<file path="src/rtl/errchk_pkg.sv">
package errchk_pkg;
   localparam logic [2:0] CK_CRC  = 3'b001;
   localparam logic [2:0] CK_ODD  = 3'b011;
   localparam logic [2:0] CK_EVEN = 3'b100;

   typedef struct packed {
      logic crc_on;
      logic par_on;
      logic par_odd;
   } chk_sel_t;
endpackage

</file>
<file path="src/rtl/errchk_dec.sv">
module errchk_dec
   import errchk_pkg::*;
#(
   parameter int MODE_W = 3
) (
   input  logic [MODE_W-1:0] mode,
   output chk_sel_t          sel
);
   if (MODE_W != 3) begin : g_bad_w
      $error("errchk_dec: MODE_W must be 3");
   end

   always_comb begin
      sel = '0;
      unique case (mode)
         CK_CRC:  sel.crc_on = 1'b1;
         CK_ODD:  begin sel.par_on = 1'b1; sel.par_odd = 1'b1; end
         CK_EVEN: sel.par_on = 1'b1;
         default: sel = '0;
      endcase
   end
endmodule

</file>
<file path="src/rtl/errchk_crc.sv">
module errchk_crc #(
   parameter int            W    = 16,
   parameter logic [W-1:0]  POLY = 16'h8005,
   parameter logic [W-1:0]  INIT = '0
) (
   input  logic         clk,
   input  logic         rst_n,
   input  logic         clr,
   input  logic         step,
   input  logic         din,
   output logic [W-1:0] crc_q,
   output logic [W-1:0] crc_nx
);
   if (W < 2) begin : g_bad_w
      $error("errchk_crc: W must be at least 2");
   end
   if (POLY[0] != 1'b1) begin : g_bad_poly
      $error("errchk_crc: polynomial must have a constant term");
   end

   logic         fb;
   logic [W-1:0] shifted;

   assign fb = crc_q[W-1] ^ din;

   for (genvar i = 0; i < W; i++) begin : g_tap
      if (i == 0) begin : g_lsb
         assign shifted[i] = POLY[0] & fb;
      end else begin : g_up
         assign shifted[i] = crc_q[i-1] ^ (POLY[i] & fb);
      end
   end

   assign crc_nx = step ? shifted : crc_q;

   always_ff @(posedge clk or negedge rst_n) begin
      if (!rst_n)   crc_q <= INIT;
      else if (clr) crc_q <= INIT;
      else          crc_q <= crc_nx;
   end
endmodule

</file>
<file path="src/rtl/errchk_par.sv">
module errchk_par (
   input  logic clk,
   input  logic rst_n,
   input  logic clr,
   input  logic restart,
   input  logic step,
   input  logic din,
   output logic acc_q,
   output logic acc_nx
);
   assign acc_nx = step ? (acc_q ^ din) : acc_q;

   always_ff @(posedge clk or negedge rst_n) begin
      if (!rst_n)              acc_q <= 1'b0;
      else if (clr || restart) acc_q <= 1'b0;
      else                     acc_q <= acc_nx;
   end
endmodule

</file>
<file path="src/rtl/errchk_unit.sv">
module errchk_unit
   import errchk_pkg::*;
#(
   parameter int           MODE_W  = 3,
   parameter int           CRC_W   = 16,
   parameter logic [15:0]  POLY    = 16'h8005,
   parameter logic [15:0]  INIT    = 16'h0000,
   parameter logic [15:0]  RESIDUE = 16'h0000
) (
   input  logic              clk,
   input  logic              rst_n,
   input  logic [MODE_W-1:0] mode,
   input  logic              bit_proto,
   input  logic              strip_sync,
   input  logic              sync_char,
   input  logic              rx_en,
   input  logic              stat_rd,
   input  logic              som,
   input  logic              bit_vld,
   input  logic              bit_in,
   input  logic              eoc,
   input  logic              eom,
   output logic              err_chk,
   output logic [CRC_W-1:0]  crc_out,
   output logic              par_out
);
   if (CRC_W != 16) begin : g_bad_w
      $error("errchk_unit: CRC_W must be 16");
   end

   chk_sel_t         sel;
   logic             stripped;
   logic             crc_step, par_step;
   logic [CRC_W-1:0] crc_q, crc_nx;
   logic             acc_q, acc_nx;
   logic             ev_bo, ev_co, ev_par, set_err;

   errchk_dec #(.MODE_W(MODE_W)) i_dec (.mode(mode), .sel(sel));

   assign stripped = !bit_proto && strip_sync && sync_char;
   assign crc_step = bit_vld && sel.crc_on && !stripped;
   assign par_step = bit_vld && sel.par_on;

   errchk_crc #(.W(CRC_W), .POLY(POLY), .INIT(INIT)) i_crc (
      .clk(clk), .rst_n(rst_n), .clr(som), .step(crc_step), .din(bit_in),
      .crc_q(crc_q), .crc_nx(crc_nx));

   errchk_par i_par (
      .clk(clk), .rst_n(rst_n), .clr(som), .restart(eoc), .step(par_step),
      .din(bit_in), .acc_q(acc_q), .acc_nx(acc_nx));

   assign ev_bo  = sel.crc_on && bit_proto && eom && !som && (crc_nx != RESIDUE);
   assign ev_co  = sel.crc_on && !bit_proto && eoc && !som && !stripped
                   && (crc_nx == '0);
   assign ev_par = sel.par_on && eoc && !som
                   && (sel.par_odd ? !acc_nx : acc_nx);
   assign set_err = rx_en && (ev_bo || ev_co || ev_par);

   always_ff @(posedge clk or negedge rst_n) begin
      if (!rst_n)       err_chk <= 1'b0;
      else if (!rx_en)  err_chk <= 1'b0;
      else if (set_err) err_chk <= 1'b1;
      else if (stat_rd) err_chk <= 1'b0;
   end

   assign crc_out = crc_q;
   assign par_out = sel.par_on && (sel.par_odd ? !acc_q : acc_q);
endmodule

</file>
<file path="config.mk">
export PLATFORM = sky130hd
export DESIGN_NAME = errchk_unit
export DESIGN_NICKNAME = d
export VERILOG_FILES = /design/src/rtl/errchk_pkg.sv /design/src/rtl/errchk_dec.sv /design/src/rtl/errchk_crc.sv /design/src/rtl/errchk_par.sv /design/src/rtl/errchk_unit.sv
export SDC_FILE = /design/constraint.sdc
export NUM_CORES = 1
export LEC_CHECK = 0
export BUFFER_PORTS_ARGS = -buffer_cell sky130_fd_sc_hd__buf_2
export CAP_MARGIN = 20
export CORE_UTILIZATION = 48
export DETAILED_ROUTE_END_ITERATION = 10
export HOLD_SLACK_MARGIN = 0.08
export PLACE_DENSITY = 0.8
export REMOVE_ABC_BUFFERS = 1
export SYNTH_ARGS = -nofsm -noshare
export SYNTH_HDL_FRONTEND = slang
export SYNTH_SLANG_ARGS = --single-unit
</file>
<file path="constraint.sdc">
create_clock -name clk -period 2.2 [get_ports clk]
set_clock_uncertainty 0.2 [all_clocks]
set_input_delay 0.44 -clock clk [delete_from_list [all_inputs] [get_ports clk]]
set_output_delay 0.44 -clock clk [all_outputs]
set_load 0.005 [all_outputs]
</file>
[Word-level counts from Yosys, hierarchy flattened]
Index checks and enable logic that the tools add are counted.
Word-level totals
  word-level logic and storage cells: 53
  input port bits: 15
  output and inout port bits: 18
  flip-flop bits (word level): 18
Operators by class
  reduce and logical (&&, ||, !) cells: 30
  eq/ne operators: 4
  bitwise operators: 4
  multiplexer cells: 12
Operators with widths (number)
  $mux W16: 2
  $logic_and A1 B1 Y1: 19
  $logic_not A16 Y1: 1
  $reduce_bool A16 Y1: 1
  $mux W1: 10
  $logic_not A1 Y1: 5
  $xor A1 B1 Y1: 4
  $eq A3 B1 Y1 const B: 1
  $eq A3 B2 Y1 const B: 1
  $eq A3 B3 Y1 const B: 1
  $logic_or A1 B1 Y1: 3
  $ne A3 B1 Y1 const B: 1
  $reduce_or A2 Y1: 1

[Depth between registers and ports, before layout]
  word-level depth: 13
  depth in mapped cells: 6
  depth with buffers taken out: 4

[Modules after synthesis]
A second synthesis with hierarchy kept.
Second synthesis, totals
  cell total of the unflattened synthesis: 90
  area total of the unflattened synthesis: 1036.0 µm²
By module, submodules not included
  errchk_crc: area each 774.5 µm², sequential area each 400.4 µm², instances 1, cells each 59
  errchk_unit: area each 168.9 µm², sequential area each 25.0 µm², instances 1, cells each 21
  errchk_par: area each 58.8 µm², sequential area each 25.0 µm², instances 1, cells each 5
  errchk_dec: area each 33.8 µm², sequential area each 0.0 µm², instances 1, cells each 5

[Least setup slack after synthesis]
No wires, ideal clock.
  kind: input port to output port
  from: in mode[0]
  to: out par_out
  slack: 0.476 ns
  arrival time: 1.084 ns
  path buffers: 0
  required time: 1.560 ns
  cell stages on the path: 2
  path through: or3b_2 > mux2i_1
Between the ends
  cells in the longest elaborated chain, start to end: 4
  elaborated cells on any way between the ends: 7
Ends and longest elaborated chain
  start, declared: RTL line errchk_unit.sv:12  | input logic [MODE_W-1:0] mode,
  $eq A3 B3 Y1 / $eq A3 B2 Y1 (equally long branches): RTL line errchk_dec.sv:15  | unique case (mode)
  $reduce_or A2 Y1 (no line) / $mux W1 (equally long branches)
  $mux W1 (on tied branches): RTL line errchk_dec.sv:15, errchk_unit.sv:67
  $logic_and A1 B1 Y1 (*): RTL line errchk_unit.sv:67  | assign par_out = sel.par_on && (sel.par_odd ? !acc_q : acc_q);
  end, declared: RTL line errchk_unit.sv:25  | output logic par_out
Every way passes the cells marked *; elsewhere a longest branch is shown, timed or not.

[Final worst setup path]
Ends and elaborated chain as after synthesis.

==> impl_metrics.prom <==
# TYPE chip_impl_metric gauge
chip_impl_metric{name="max-clock-path-buffers",unit=""} 2
chip_impl_metric{name="synth_top_cell_area_share",unit="%"} 46.2
chip_impl_metric{name="leakage",unit="uW"} 0.000570
chip_impl_metric{name="initial_core_utilization",unit="%"} 53.6
chip_impl_info{name="post_synth_most_frequent_cells",value="sky130_fd_sc_hd__dfrtp_1 (18), sky130_fd_sc_hd__nand2_1 (17), sky130_fd_sc_hd__a21oi_1 (15)"} 1
chip_impl_metric{name="clk_latency",unit="ps"} 300
chip_impl_info{name="outcome",value="complete, no violations"} 1
chip_impl_metric{name="global_route.usage.total",unit="%"} 25.0
chip_impl_info{name="synth_top_cells_by_area",value="sky130_fd_sc_hd__dfrtp_1 (46%), sky130_fd_sc_hd__a21oi_1 (7.7%), sky130_fd_sc_hd__nand3_1 (7.2%)"} 1
chip_impl_metric{name="slew_viol_final",unit=""} 0
chip_impl_metric{name="worst_setup_hold_path_clk_slew",unit="ps"} 110
chip_impl_info{name="crit_path_frequent_cell",value="sky130_fd_sc_hd__buf_2"} 1
chip_impl_info{name="cts_tree",value="done"} 1
chip_impl_info{name="synthMostInstantiatedCell",value="sky130_fd_sc_hd__dfrtp_1"} 1
chip_impl_metric{name="drc",unit=""} 0
chip_impl_metric{name="p_int",unit="uW"} 461
chip_impl_metric{name="final_wtd_congestion",unit=""} 0.853
chip_impl_metric{name="cts_sinks",unit=""} 18
chip_impl_metric{name="synth_cell_type_count",unit=""} 31
chip_impl_metric{name="die_area",unit="um^2"} 2220
chip_impl_metric{name="worst-slew-pin-transition",unit="ps"} 384
chip_impl_metric{name="final.min_clock_period",unit="ps"} 2030
chip_impl_metric{name="power.clock.fraction",unit="%"} 34.0
chip_impl_metric{name="final.setup.tns",unit="ps"} 0
chip_impl_metric{name="synth_enable_flop_cells",unit=""} 0
chip_impl_metric{name="clock_tree.htree_level_count",unit=""} 1
chip_impl_metric{name="final_layout_size_suffix_gt1_share",unit="%"} 30.5
chip_impl_metric{name="net-switching-power",unit="uW"} 147
chip_impl_metric{name="chipHeight",unit="um"} 47.1
chip_impl_metric{name="postRouteAntennaNets",unit=""} 0
chip_impl_metric{name="fraction_of_synthesis_flops_using_an_asynchronous_set_or_reset_pin",unit="%"} 100
chip_impl_metric{name="wirelength",unit="um"} 2330
chip_impl_metric{name="viasPerCell",unit=""} 5.80
chip_impl_metric{name="layout.filler_cells",unit=""} 164
chip_impl_info{name="worst_setup_path_end_kind",value="primary output"} 1
chip_impl_metric{name="power.sequential.fraction",unit="%"} 55.1
chip_impl_info{name="synth_top_cell_by_area",value="sky130_fd_sc_hd__dfrtp_1"} 1
chip_impl_metric{name="syn_avg_cell_area",unit="um^2"} 9.04
chip_impl_metric{name="max_clock_freq",unit="GHz"} 0.492
chip_impl_metric{name="setup_slack",unit="ps"} 169
chip_impl_metric{name="dp_hpwl",unit="um"} 1710
chip_impl_metric{name="final_area",unit="um^2"} 1200
chip_impl_metric{name="placementRows",unit=""} 15
chip_impl_metric{name="post-place-ws",unit="ps"} 201
chip_impl_info{name="clk_root_buf",value="sky130_fd_sc_hd__clkbuf_4"} 1
chip_impl_metric{name="syn2layout_area_growth",unit="%"} 23.1
chip_impl_metric{name="ir_drop",unit="mV"} 0.366
chip_impl_metric{name="setup-violations-final",unit=""} 0
chip_impl_info{name="grt_setup_unrepaired",value="false"} 1
chip_impl_metric{name="finalHoldViolCount",unit=""} 0
chip_impl_info{name="type_of_the_worst_setup_path",value="in2out"} 1
chip_impl_metric{name="cts_made_buffers",unit=""} 3
chip_impl_metric{name="fraction_of_power_spent_switching_nets",unit="%"} 24.2
chip_impl_metric{name="antenna_found_initial",unit=""} 0
chip_impl_metric{name="synth_sequential_area_ratio",unit="%"} 46.2
chip_impl_metric{name="placement.io_buffers",unit=""} 32
chip_impl_metric{name="synth_warnings",unit=""} 0
chip_impl_metric{name="critPathArrivalTime",unit="ps"} 1390
chip_impl_info{name="worstHoldPathType",value="in2reg"} 1
chip_impl_metric{name="ff_latch_count_synth",unit=""} 18
chip_impl_metric{name="finalCritPeriodShare",unit="%"} 92.3
chip_impl_metric{name="dr_total_vias",unit=""} 962
chip_impl_metric{name="core_area",unit="um^2"} 1820
chip_impl_metric{name="post_drt_wl_per_cell",unit="um"} 14.0
chip_impl_metric{name="maxSlewHeadroom",unit="%"} 74.4
chip_impl_metric{name="combPwrFrac",unit="%"} 10.9
chip_impl_metric{name="syn-instance-count",unit=""} 108
chip_impl_metric{name="cpPeakStageDelay",unit="ps"} 500
chip_impl_metric{name="dr.first_iter.drc_count",unit=""} 27
chip_impl_metric{name="first_global_vias",unit=""} 876
chip_impl_info{name="start_kind",value="primary input"} 1
chip_impl_metric{name="syn-cell-area",unit="um^2"} 976
chip_impl_info{name="synth_flop_cell",value="sky130_fd_sc_hd__dfrtp_1"} 1
chip_impl_metric{name="hold_slack",unit="ps"} 131
chip_impl_metric{name="pwr_per_cell_area",unit="nW/um^2"} 506
chip_impl_metric{name="global_route_wire_length_before_repair",unit="um"} 3810
chip_impl_metric{name="drv.max_cap_violation_count",unit=""} 0
chip_impl_metric{name="grt_start_max_net_pins",unit=""} 20
chip_impl_info{name="worstPathCellList",value="buf_2, or3b_2, mux2i_1, buf_2"} 1
chip_impl_metric{name="placedInstanceArea",unit="um^2"} 1150
chip_impl_metric{name="cp_data_required_time",unit="ps"} 1560
chip_impl_metric{name="number_of_detailed_routing_iterations_run_before_antenna_repair",unit=""} 4
chip_impl_metric{name="die_w",unit="um"} 47.1
chip_impl_metric{name="ios",unit=""} 33
chip_impl_info{name="critical_path.slowest_cell",value="sky130_fd_sc_hd__or3b_2"} 1
chip_impl_metric{name="fin_nets",unit=""} 157
chip_impl_metric{name="fin_util",unit="%"} 66.0
chip_impl_metric{name="ctsResizeCount",unit=""} 0
chip_impl_metric{name="path_max_fanout",unit=""} 4
chip_impl_metric{name="n_antenna_cell",unit=""} 0
chip_impl_metric{name="grt_overflow_total",unit=""} 0
chip_impl_metric{name="regToRegSetupSlack",unit="ps"} 370
-- routing by layer --
layer / routed length (um) / global-route usage [%] / share of wire (%) / vias up
li1: - / - / - / 460
met4: 49 / 14.9 / 2.1 / 0
met2: 1160 / 39.7 / 50 / 28
met3: 94 / 5.00 / 4.0 / 7
met1: 1020 / 31.3 / 44 / 467
met5: 0 / 0 / 0 / -
-- power by group through the flow --
stage	combinational [uW]	clock, uW	sequential, uW
after CTS	66.3	210	335
after floorplan	25.3	0	341
final	66.4	207	335
after global routing	74.1	230	335
after detailed placement	64.8	0	341
after global placement	63.0	0	341
-- sequential cells by signal, summed over array words and instances, names as in the netlist --
signal,count
err_chk,1
i_par.acc_q,1
i_crc.crc_q,16
-- placed cells by master (no fill, tap or decap) --
master | netlist | routed
sky130_fd_sc_hd__clkbuf_4 | 0 | 3
sky130_fd_sc_hd__nand4_1 | 1 | 1
sky130_fd_sc_hd__or3b_2 | 1 | 1
sky130_fd_sc_hd__nor4bb_1 | 1 | 1
sky130_fd_sc_hd__buf_4 | 0 | 3
sky130_fd_sc_hd__mux2i_1 | 2 | 2
sky130_fd_sc_hd__and4_4 | 1 | 1
sky130_fd_sc_hd__nor2_1 | 4 | 4
sky130_fd_sc_hd__inv_1 | 1 | 1
sky130_fd_sc_hd__nand4b_1 | 1 | 1
sky130_fd_sc_hd__nand2_1 | 17 | 17
sky130_fd_sc_hd__a211oi_1 | 1 | 1
sky130_fd_sc_hd__clkbuf_8 | 0 | 1
sky130_fd_sc_hd__dfrtp_1 | 18 | 18
sky130_fd_sc_hd__a311oi_1 | 1 | 1
sky130_fd_sc_hd__and2_1 | 1 | 1
sky130_fd_sc_hd__or2_0 | 1 | 1
sky130_fd_sc_hd__xor2_1 | 1 | 1
sky130_fd_sc_hd__nand3_1 | 14 | 14
sky130_fd_sc_hd__nand3b_1 | 3 | 3
sky130_fd_sc_hd__a31oi_1 | 1 | 1
sky130_fd_sc_hd__nand4bb_1 | 1 | 1
sky130_fd_sc_hd__a21oi_1 | 15 | 15
sky130_fd_sc_hd__and4bb_1 | 1 | 1
sky130_fd_sc_hd__a21bo_2 | 1 | 1
sky130_fd_sc_hd__xnor2_1 | 4 | 4
sky130_fd_sc_hd__dlygate4sd3_1 | 0 | 1
sky130_fd_sc_hd__o311ai_1 | 1 | 1
sky130_fd_sc_hd__nor4_1 | 3 | 3
sky130_fd_sc_hd__buf_2 | 1 | 32
sky130_fd_sc_hd__nor3_1 | 3 | 3
sky130_fd_sc_hd__o311ai_0 | 1 | 1
sky130_fd_sc_hd__nand3b_2 | 1 | 1
-- through the flow --
| stage | power [uW] | instances |
|---|---|---|
| after floorplan | 367 | 101 |
| after global placement | 404 | 161 |
| after detailed placement | 406 | 161 |
| after CTS | 611 | 166 |
| after global routing | 640 | 166 |
| final | 608 | 166 |
-- logic make-up (layout without fill, tap and decap cells) --
| family | Yosys count | count (layout) | share of synthesized area (%) |
|---|---|---|---|
| mux | 2 | 2 | 2.05 |
| buf+inv | 8 | 41 | 3.97 |
| simple gates | 54 | 54 | 30.5 |
| compound gates | 21 | 21 | 12.8 |
| xor+xnor | 5 | 5 | 4.49 |
| flops | 18 | 18 | 46.2 |
-- area by class of cell --
type                       count  area (um^2)  area share [%]
sequential                    18          450            37.5
timing repair buffer          36          193            16.0
tap                           25         31.3            2.60
inverter                       1         3.75           0.313
clock buffer                   4         36.3            3.02
multi-input combinational     82          487            40.5
-- worst paths after layout --
| path | start | to | cells past startpoint |
|---|---|---|---|
| min reg2reg | i_crc.crc_q[4] | i_crc.crc_q[4] | 2 |
| max | mode[0] | par_out | 4 |
| min | eoc | i_par.acc_q | 2 |
| max reg2reg | i_crc.crc_q[5] | err_chk | 4 |
| min in group asynchronous | rst_n | i_crc.crc_q[2] | 2 |
| max in group asynchronous | rst_n | i_crc.crc_q[10] | 2 |
-- timing repair --
item	4_1_cts	5_1_grt
endpoints found under the hold margin	18	0
buffers inserted	0	0
hold buffers	1	0
-- critical path: cells and delay by family --
| kind | cells | cell delay (ps) |
|---|---|---|
| AND/OR/NAND/NOR | 1 | 500 |
| multiplexers | 1 | 190 |
| buffers and inverters | 2 | 260 |
(Power assumes the default switching activity.)
